===== config.mk =====
export PLATFORM = sky130hd
export DESIGN_NAME = vram_copy_engine
export DESIGN_NICKNAME = d
export VERILOG_FILES = /design/src/rtl/vcd_pkg.sv /design/src/rtl/vcd_mover.sv /design/src/rtl/vcd_ctrl.sv /design/src/rtl/vram_copy_engine.sv
export SDC_FILE = /design/constraint.sdc
export NUM_CORES = 1
export LEC_CHECK = 0
export BUFFER_PORTS_ARGS = -buffer_cell sky130_fd_sc_hd__buf_2
export CAP_MARGIN = 10
export CORE_ASPECT_RATIO = 0.8
export CORE_MARGIN = 2
export CORE_UTILIZATION = 35
export DETAILED_ROUTE_END_ITERATION = 8
export SETUP_SLACK_MARGIN = 0.5
export SLEW_MARGIN = 20
export SYNTH_ARGS = -nofsm -noshare
export SYNTH_HDL_FRONTEND = slang
export SYNTH_SLANG_ARGS = --single-unit

===== constraint.sdc =====
create_clock -name clk -period 4.1 [get_ports clk]
set_input_delay 0.82 -clock clk [delete_from_list [all_inputs] [get_ports clk]]
set_output_delay 0.82 -clock clk [all_outputs]
set_load 0.03 [all_outputs]

===== src/rtl/vcd_pkg.sv =====
package vcd_pkg;
  localparam logic [2:0] CFG_SRC_HI = 3'd0;
  localparam logic [2:0] CFG_SRC_LO = 3'd1;
  localparam logic [2:0] CFG_DST_HI = 3'd2;
  localparam logic [2:0] CFG_DST_LO = 3'd3;
  localparam logic [2:0] CFG_CTRL   = 3'd4;

  typedef enum logic [1:0] {
    MV_IDLE  = 2'd0,
    MV_READ  = 2'd1,
    MV_WRITE = 2'd2
  } mv_state_t;
endpackage


===== src/rtl/vcd_mover.sv =====
module vcd_mover
  import vcd_pkg::*;
#(
  parameter int unsigned DW         = 8,
  parameter int unsigned UNIT_BYTES = 16
) (
  input  logic            clk,
  input  logic            rst_n,
  input  logic            start,
  input  logic [2*DW-1:0] src_in,
  input  logic [2*DW-1:0] dst_in,
  output logic            busy,
  output logic            done,
  output logic [2*DW-1:0] src_end,
  output logic [2*DW-1:0] dst_end,
  output logic            mem_valid,
  input  logic            mem_ready,
  output logic            mem_write,
  output logic [2*DW-1:0] mem_addr,
  output logic [DW-1:0]   mem_wdata,
  input  logic [DW-1:0]   mem_rdata
);
  localparam int unsigned AW = 2 * DW;
  localparam int unsigned CW = (UNIT_BYTES > 1) ? $clog2(UNIT_BYTES) : 1;
  localparam logic [CW-1:0] LAST = CW'(UNIT_BYTES - 1);

  mv_state_t       state_q;
  logic [AW-1:0]   src_q, dst_q;
  logic [CW-1:0]   idx_q;
  logic [DW-1:0]   byte_q;

  always_ff @(posedge clk) begin
    if (!rst_n) begin
      state_q <= MV_IDLE;
      src_q   <= '0;
      dst_q   <= '0;
      idx_q   <= '0;
      byte_q  <= '0;
    end else begin
      unique case (state_q)
        MV_IDLE: if (start) begin
          src_q   <= src_in;
          dst_q   <= dst_in;
          idx_q   <= '0;
          state_q <= MV_READ;
        end
        MV_READ: if (mem_ready) begin
          byte_q  <= mem_rdata;
          state_q <= MV_WRITE;
        end
        MV_WRITE: if (mem_ready) begin
          src_q   <= src_q + AW'(1);
          dst_q   <= dst_q + AW'(1);
          idx_q   <= idx_q + CW'(1);
          state_q <= (idx_q == LAST) ? MV_IDLE : MV_READ;
        end
        default: state_q <= MV_IDLE;
      endcase
    end
  end

  assign busy      = (state_q != MV_IDLE);
  assign done      = (state_q == MV_WRITE) && mem_ready && (idx_q == LAST);
  assign src_end   = src_q + AW'(1);
  assign dst_end   = dst_q + AW'(1);
  assign mem_valid = busy;
  assign mem_write = (state_q == MV_WRITE);
  assign mem_addr  = mem_write ? dst_q : src_q;
  assign mem_wdata = byte_q;

  AST_REQ_HOLD: assert property (@(posedge clk) disable iff (!rst_n)
    (mem_valid && !mem_ready) |=> (mem_valid && $stable(mem_addr) && $stable(mem_write) && $stable(mem_wdata)));
  AST_READ_THEN_WRITE: assert property (@(posedge clk) disable iff (!rst_n)
    (mem_valid && !mem_write && mem_ready) |=> (mem_valid && mem_write));
endmodule


===== src/rtl/vcd_ctrl.sv =====
module vcd_ctrl
  import vcd_pkg::*;
#(
  parameter int unsigned DW         = 8,
  parameter int unsigned UNIT_BYTES = 16,
  parameter int unsigned VRAM_BASE  = 32'h8000,
  parameter int unsigned VRAM_SPAN  = 32'h2000
) (
  input  logic            clk,
  input  logic            rst_n,
  input  logic            cfg_we,
  input  logic [2:0]      cfg_addr,
  input  logic [DW-1:0]   cfg_wdata,
  output logic [DW-1:0]   cfg_rdata,
  input  logic            hb_rise,
  input  logic            mv_busy,
  input  logic            mv_done,
  input  logic [2*DW-1:0] mv_src_end,
  input  logic [2*DW-1:0] mv_dst_end,
  output logic            mv_start,
  output logic [2*DW-1:0] mv_src,
  output logic [2*DW-1:0] mv_dst,
  output logic            cpu_stall
);
  localparam int unsigned AW = 2 * DW;
  localparam int unsigned CW = DW - 1;
  localparam logic [AW-1:0] ALIGN  = ~AW'(UNIT_BYTES - 1);
  localparam logic [AW-1:0] WINMSK = AW'(VRAM_SPAN - 1);
  localparam logic [AW-1:0] BASE   = AW'(VRAM_BASE);
  localparam logic [AW-1:0] LIMIT  = AW'(VRAM_BASE + VRAM_SPAN);

  logic [DW-1:0] src_hi_q, src_lo_q, dst_hi_q, dst_lo_q;
  logic [CW-1:0] cnt_q;
  logic          idle_q, line_q, imm_q;
  logic          eng_busy, wr_ok, ctrl_wr, src_bad, start_imm, line_go;

  assign mv_src    = {src_hi_q, src_lo_q} & ALIGN;
  assign mv_dst    = ({dst_hi_q, dst_lo_q} & WINMSK & ALIGN) | BASE;
  assign src_bad   = (mv_src >= BASE) && (mv_src < LIMIT);
  assign eng_busy  = mv_busy | imm_q;
  assign wr_ok     = cfg_we & ~eng_busy;
  assign ctrl_wr   = wr_ok && (cfg_addr == CFG_CTRL);
  assign start_imm = ctrl_wr && !src_bad && !cfg_wdata[DW-1] && !line_q;
  assign line_go   = hb_rise && line_q && !eng_busy;
  assign mv_start  = start_imm | line_go | (imm_q & ~mv_busy);
  assign cpu_stall = eng_busy;

  always_ff @(posedge clk) begin
    if (!rst_n) begin
      src_hi_q <= '0;
      src_lo_q <= '0;
      dst_hi_q <= '0;
      dst_lo_q <= '0;
      cnt_q    <= '1;
      idle_q   <= 1'b1;
      line_q   <= 1'b0;
      imm_q    <= 1'b0;
    end else begin
      if (wr_ok) begin
        unique case (cfg_addr)
          CFG_SRC_HI: src_hi_q <= cfg_wdata;
          CFG_SRC_LO: src_lo_q <= cfg_wdata;
          CFG_DST_HI: dst_hi_q <= cfg_wdata;
          CFG_DST_LO: dst_lo_q <= cfg_wdata;
          CFG_CTRL: if (!src_bad) begin
            if (cfg_wdata[DW-1]) begin
              line_q <= 1'b1;
              cnt_q  <= cfg_wdata[CW-1:0];
              idle_q <= 1'b0;
            end else if (line_q) begin
              line_q <= 1'b0;
              idle_q <= 1'b1;
            end else begin
              imm_q  <= 1'b1;
              cnt_q  <= cfg_wdata[CW-1:0];
              idle_q <= 1'b0;
            end
          end
          default: ;
        endcase
      end
      if (mv_done) begin
        {src_hi_q, src_lo_q} <= mv_src_end;
        {dst_hi_q, dst_lo_q} <= mv_dst_end;
        cnt_q <= cnt_q - CW'(1);
        if (cnt_q == '0) begin
          idle_q <= 1'b1;
          imm_q  <= 1'b0;
          line_q <= 1'b0;
        end
      end
    end
  end

  always_comb begin
    unique case (cfg_addr)
      CFG_SRC_HI: cfg_rdata = src_hi_q;
      CFG_SRC_LO: cfg_rdata = src_lo_q;
      CFG_DST_HI: cfg_rdata = dst_hi_q;
      CFG_DST_LO: cfg_rdata = dst_lo_q;
      CFG_CTRL:   cfg_rdata = {idle_q, cnt_q};
      default:    cfg_rdata = '1;
    endcase
  end

  AST_BAD_SRC_IDLE: assert property (@(posedge clk) disable iff (!rst_n)
    (ctrl_wr && src_bad && !line_q) |=> !cpu_stall);
  AST_IMM_STALLS: assert property (@(posedge clk) disable iff (!rst_n)
    start_imm |=> cpu_stall);
  AST_ONE_UNIT_PER_EDGE: assert property (@(posedge clk) disable iff (!rst_n)
    (mv_done && !imm_q) |=> !mv_busy);
endmodule


===== src/rtl/vram_copy_engine.sv =====
module vram_copy_engine #(
  parameter int unsigned DW         = 8,
  parameter int unsigned UNIT_BYTES = 16,
  parameter int unsigned VRAM_BASE  = 32'h8000,
  parameter int unsigned VRAM_SPAN  = 32'h2000
) (
  input  logic            clk,
  input  logic            rst_n,
  input  logic            cfg_we,
  input  logic [2:0]      cfg_addr,
  input  logic [DW-1:0]   cfg_wdata,
  output logic [DW-1:0]   cfg_rdata,
  input  logic            hblank,
  output logic            mem_valid,
  input  logic            mem_ready,
  output logic            mem_write,
  output logic [2*DW-1:0] mem_addr,
  output logic [DW-1:0]   mem_wdata,
  input  logic [DW-1:0]   mem_rdata,
  output logic            cpu_stall
);
  localparam int unsigned AW = 2 * DW;

  logic          hb_q, hb_rise;
  logic          mv_start, mv_busy, mv_done;
  logic [AW-1:0] mv_src, mv_dst, mv_src_end, mv_dst_end;

  always_ff @(posedge clk) begin
    if (!rst_n) hb_q <= 1'b0;
    else        hb_q <= hblank;
  end
  assign hb_rise = hblank & ~hb_q;

  vcd_ctrl #(.DW(DW), .UNIT_BYTES(UNIT_BYTES), .VRAM_BASE(VRAM_BASE), .VRAM_SPAN(VRAM_SPAN)) u_ctrl (
    .clk(clk), .rst_n(rst_n),
    .cfg_we(cfg_we), .cfg_addr(cfg_addr), .cfg_wdata(cfg_wdata), .cfg_rdata(cfg_rdata),
    .hb_rise(hb_rise), .mv_busy(mv_busy), .mv_done(mv_done),
    .mv_src_end(mv_src_end), .mv_dst_end(mv_dst_end),
    .mv_start(mv_start), .mv_src(mv_src), .mv_dst(mv_dst), .cpu_stall(cpu_stall)
  );

  vcd_mover #(.DW(DW), .UNIT_BYTES(UNIT_BYTES)) u_mover (
    .clk(clk), .rst_n(rst_n), .start(mv_start), .src_in(mv_src), .dst_in(mv_dst),
    .busy(mv_busy), .done(mv_done), .src_end(mv_src_end), .dst_end(mv_dst_end),
    .mem_valid(mem_valid), .mem_ready(mem_ready), .mem_write(mem_write),
    .mem_addr(mem_addr), .mem_wdata(mem_wdata), .mem_rdata(mem_rdata)
  );

  AST_WRITE_IN_WINDOW: assert property (@(posedge clk) disable iff (!rst_n)
    (mem_valid && mem_write) |-> ((mem_addr >= AW'(VRAM_BASE)) && (mem_addr < AW'(VRAM_BASE + VRAM_SPAN))));
  AST_STALL_COVERS_REQ: assert property (@(posedge clk) disable iff (!rst_n)
    mem_valid |-> cpu_stall);
endmodule


# Word level (Yosys, flattened, before mapping)
# Cells that the tools add are included.
# totals
regBits	89
wordCells	127
# classes
n_addsub	4
n_lt_le_gt_ge	2
eq_ne	12
mux	54
n_bitwise	9
n_reduce_logical	32
# ops
cell	n
$mux 8	12
$mux 16	5
$pmux 16 s2	2
$mux 7	6
$pmux 8 s5	1
$add 16x1->16 const B	2
$mux 1	21
$ge 16x16->1 const B	1
$lt 16x16->1 const B	1
$reduce_bool 2->1	8
$reduce_and 2->1	5
$logic_and 1x1->1	9
$mux 4	2
$ne 2x2->1 const B	4
$pmux 4 s2	1
$logic_not 7->1	1
$sub 7x1->7 const B	1
$eq 3x2->1 const B	2
$mux 2	3
$pmux 2 s3	1
$reduce_and 3->1	2
$add 4x1->4 const B	1
$eq 4x4->1 const B	1
$logic_not 1->1	4
other kinds (11)	17

# Logic depth before layout (Yosys ltp)
# logic_depth
depth_word	12
ltp_mapped	9
depth_no_buf	6

# By module
# A second synthesis with hierarchy kept.
# hier_totals
hier_cells	767
hier_area_um2	5808.1
# modules_own_cells
module	instances	cells_per_inst	area_each_um2	seq_area_each_um2
vcd_mover	1	457	3188.1	920.9
vcd_ctrl	1	307	2580.0	840.8
vram_copy_engine	1	3	40.0	20.0

# Worst setup path after synthesis
# No wires, ideal clock.
# synth_path
kind	input to output
start	input cfg_addr[1]
end	output cfg_rdata[0]
t_arrival_ns	2.438
t_required_ns	3.280
slack_ns	0.842
path_stages	7
n_path_buf	2
cell_sequence	buf_2 -> buf_1 -> mux2_2 -> a221oi_1 -> o21ai_0 -> nand2_1 -> o21ai_0
# synth_between
elab_chain_cells	2
elab_cells_between_ends	6
# synth_lines
element	line_no	text
start: declaration	vram_copy_engine.sv:10	input logic [2:0] cfg_addr,
$eq 3x3->1, or another cell as far along	vcd_ctrl.sv:96	unique case (cfg_addr)
$pmux 8 s5 (*)	vcd_ctrl.sv:96	
end: declaration	vram_copy_engine.sv:12	output logic [DW-1:0] cfg_rdata,
# Every way passes the cells marked *; elsewhere a longest branch is shown, timed or not.

# Final worst setup path
# layout_path
start	input cfg_addr[1]
end	output cfg_rdata[6]
# Same word-level chain as after synthesis.

==> metrics.txt <==
half-perimeter wire length after detailed placement 12.1 mm; max-cap violation count 0; multiplexer fraction of the synthesized cell area 0.0747; htree depth 3; part of the cycle the worst path needs 0.795; total number of nets in the final design 732; maximum fanout encountered on the critical timing path 25; Via density 5.85; # hold bufs at CTS 0; startpoint of the most critical register-to-register path u_mover.state_q[1]; peak supply drop between 0.2 and 0.25 mV; capture point of the worst reg-to-reg path u_ctrl.cnt_q[5]; antenna cells 0; cell count after synthesis 675; critical path endpoint category output port; count of warnings emitted by yosys 0; launch point of the critical path cfg_addr[1]; floorplan row count 39; worst-case clock buffer depth 2; clock transition at the registers of the reported paths about 70 ps; post-synthesis sequential area ratio 0.344; die width roughly 140 um; required time worst endpoint 3280 ps; root cell of the clock tree sky130_fd_sc_hd__clkbuf_16; Post-DRT Antenna Nets 0; Setup CP Type primary input to output port; leak pwr ~0.0023 uW; most area-consuming cells after synthesis sky130_fd_sc_hd__dfxtp_1, sky130_fd_sc_hd__nand2_1, sky130_fd_sc_hd__nor2_1; count of instances resized after the clock tree is built 0; number of pins with negative max-slew slack in the final report 0; part of the power in combinational logic 0.102; final global-route overflow total 0; DRC errors left 0; category of the worst setup path launch point primary input; slew at the pin with the worst max-slew slack between 800 and 900 ps; compound-cell area share of the yosys netlist 0.221; largest area contributor in the synthesized netlist sky130_fd_sc_hd__dfxtp_1; P_sw approximately 530 uW; setup repair after global routing missed its margin false; total global-route track usage 0.209; crit path capture cfg_rdata[6]; Post-Syn Nets between 700 and 800; number of antenna violations at the first check in global routing 0; Arrival @ worst endpoint 2440 ps; leading cell type in the layout, fill and taps excluded sky130_fd_sc_hd__nand2_1; clock network power share 0.424; relative contribution of sequential cells to total power 0.474; shortest period the worst path allows 3260 ps; asr flop ratio synth 0; Fmax roughly 310 MHz; tightest hold margin between 400 and 500 ps; main combinational cell family by area after synthesis simple AND/OR/NAND/NOR gates; share of Yosys cell area claimed by the top area cell type 0.344; final wirelength 16.7 mm; first-pass GRT wire length around 26 mm; net switching share of the total power 0.282; P_int around 1400 uW; dominant synthesized flop cell sky130_fd_sc_hd__dfxtp_1; vias in the first global route approximately 5000; I/O pin count between 50 and 60; CORE AREA ~0.014 mm^2; setup violation total in the final timing report 0; clock latency of the later-clocked register in the worst-skew pair between 300 and 400 ps; number of flip-flops and latches in the synthesized netlist just under 90; total clock buffers created by CTS 9; number of clock sinks seen by CTS 89; Synth Area in Simple Gates 0.245; 1st-iter DRT viols around 530; type of the worst min-delay path flip-flop to flip-flop; setup repair bufs after CTS 0; TritonCTS clock tree built; cells on worst reg2reg path 5; register-to-register path setup slack 1680 ps; highest-count cells in the layout ignoring fill and taps sky130_fd_sc_hd__nand2_1, sky130_fd_sc_hd__dfxtp_1, sky130_fd_sc_hd__nor2_1; Synth cell types 64; Post-synth EDFFs 0; worst setup skew after layout around 6.8 ps; WL/cell 18.7 um; per-instance average area after synthesis 7.67 um^2; share of cells above drive strength 1 0.155; number of port buffers 58; tightest slew margin relative to the limit 0.461; detailed-route via count between 5000 and 6000; pin count of the biggest net entering global routing 43; total die area 0.0158 mm^2; Syn Std Cell Area around 0.0052 mm^2; Placer Congestion just under 0.9; filler cell count approximately 1500; Area Growth Syn to Fin 12.6%; Power Dens Cells around 330 mW/mm^2; adder and majority gate portion of the synthesized area 0.0121; Setup TNS Final 0 ps; length of the first detailed-routing pass in iterations 6; starting utilization of the core area 0.361; vertical die dimension 113 um; area share of xor/xnor cells in the synthesized design 0.0491; final core utilization 0.406; count of final hold-check violations 0; run status complete, no violations
-- state kept, by name (all words and copies together) (netlist names) --
register / flops
u_ctrl.line_q: 1
u_mover.src_q: 16
u_ctrl.imm_q: 1
u_ctrl.src_lo_q: 8
hb_q: 1
u_ctrl.src_hi_q: 8
u_mover.mem_wdata: 8
u_ctrl.cnt_q: 7
u_mover.idx_q: 4
u_ctrl.idle_q: 1
u_mover.state_q: 2
u_ctrl.dst_lo_q: 8
u_ctrl.dst_hi_q: 8
u_mover.dst_q: 16
-- cell type report --
type / count / area [um^2] / share of cell area
multi-input cells: 518 / 3110 / 0.534
clock buffers: 9 / 225 / 0.0386
inverters: 18 / 67.6 / 0.0116
well taps: 184 / 230 / 0.0395
clock inverters: 7 / 53.8 / 0.00923
repair buffers: 67 / 358 / 0.0614
flip-flops and latches: 89 / 1780 / 0.306
-- per-layer routing --
metal	share of wire	GRT usage
met5	0	0
met4	0.017	0.0580
met3	0.074	0.0372
met2	0.45	0.327
met1	0.46	0.298
-- cells in the mapped netlist (all sizes together) (6+ instances only) --
cell type,n
a211oi,26
a21oi,50
a31oi,6
buf,18
clkbuf,32
dfxtp,89
inv,17
mux2,13
mux2i,24
nand2,105
nand3,34
nand4,12
nor2,67
nor3,14
o211ai,9
o21a,6
o21ai,42
xnor2,22
xor2,7
-- how the worst min path moves through the flow --
stage / slack (ps) / cells past startpoint / endpoint / startpoint
5_1_grt: 480 / 2 / u_mover.mem_wdata[7] / u_mover.mem_wdata[7]
6_report: 460 / 2 / u_mover.mem_wdata[7] / u_mover.mem_wdata[7]
2_1_floorplan: 450 / 2 / u_mover.dst_q[7] / u_ctrl.dst_lo_q[7]
4_1_cts: 460 / 2 / u_mover.mem_wdata[7] / u_mover.mem_wdata[7]
3_3_place_gp: 440 / 2 / u_mover.mem_wdata[5] / u_mover.mem_wdata[5]
3_5_place_dp: 450 / 2 / u_mover.mem_wdata[7] / u_mover.mem_wdata[7]
-- per-stage QoR --
step           setup WS, ps  power (uW)  instance area [um^2]  cells
6_report                842        1900                  5830    892
5_1_grt                 678        1950                  5830    892
4_1_cts                 878        1900                  5830    892
3_5_place_dp            889        1110                  5550    876
3_3_place_gp            910        1110                  5550    876
2_1_floorplan           842        1050                  5180    675
-- worst max-delay path: stages --
cell and delay [ps]:
sky130_fd_sc_hd__buf_2 390, sky130_fd_sc_hd__mux2_2 390, sky130_fd_sc_hd__a221oi_1 340, sky130_fd_sc_hd__o21ai_0 140
sky130_fd_sc_hd__nand2_1 80, sky130_fd_sc_hd__o21ai_0 70, sky130_fd_sc_hd__buf_2 190
-- power by group through the flow --
stage | Combinational (uW) | Clock [uW] | Sequential [uW]
after floorplan | 134 | 0 | 912
after CTS | 193 | 813 | 897
after detailed placement | 192 | 0 | 917
after global placement | 189 | 0 | 917
final | 194 | 804 | 897
after global routing | 210 | 845 | 899
-- cells by family (layout without fill, tap and decap cells) --
family,count (synthesis),count (layout)
flops,89,89
mux,37,37
simple gates,270,270
fa+ha+maj,5,5
compound gates,177,177
buf+inv,68,101
xor+xnor,29,29
(Power assumes the default switching activity.)
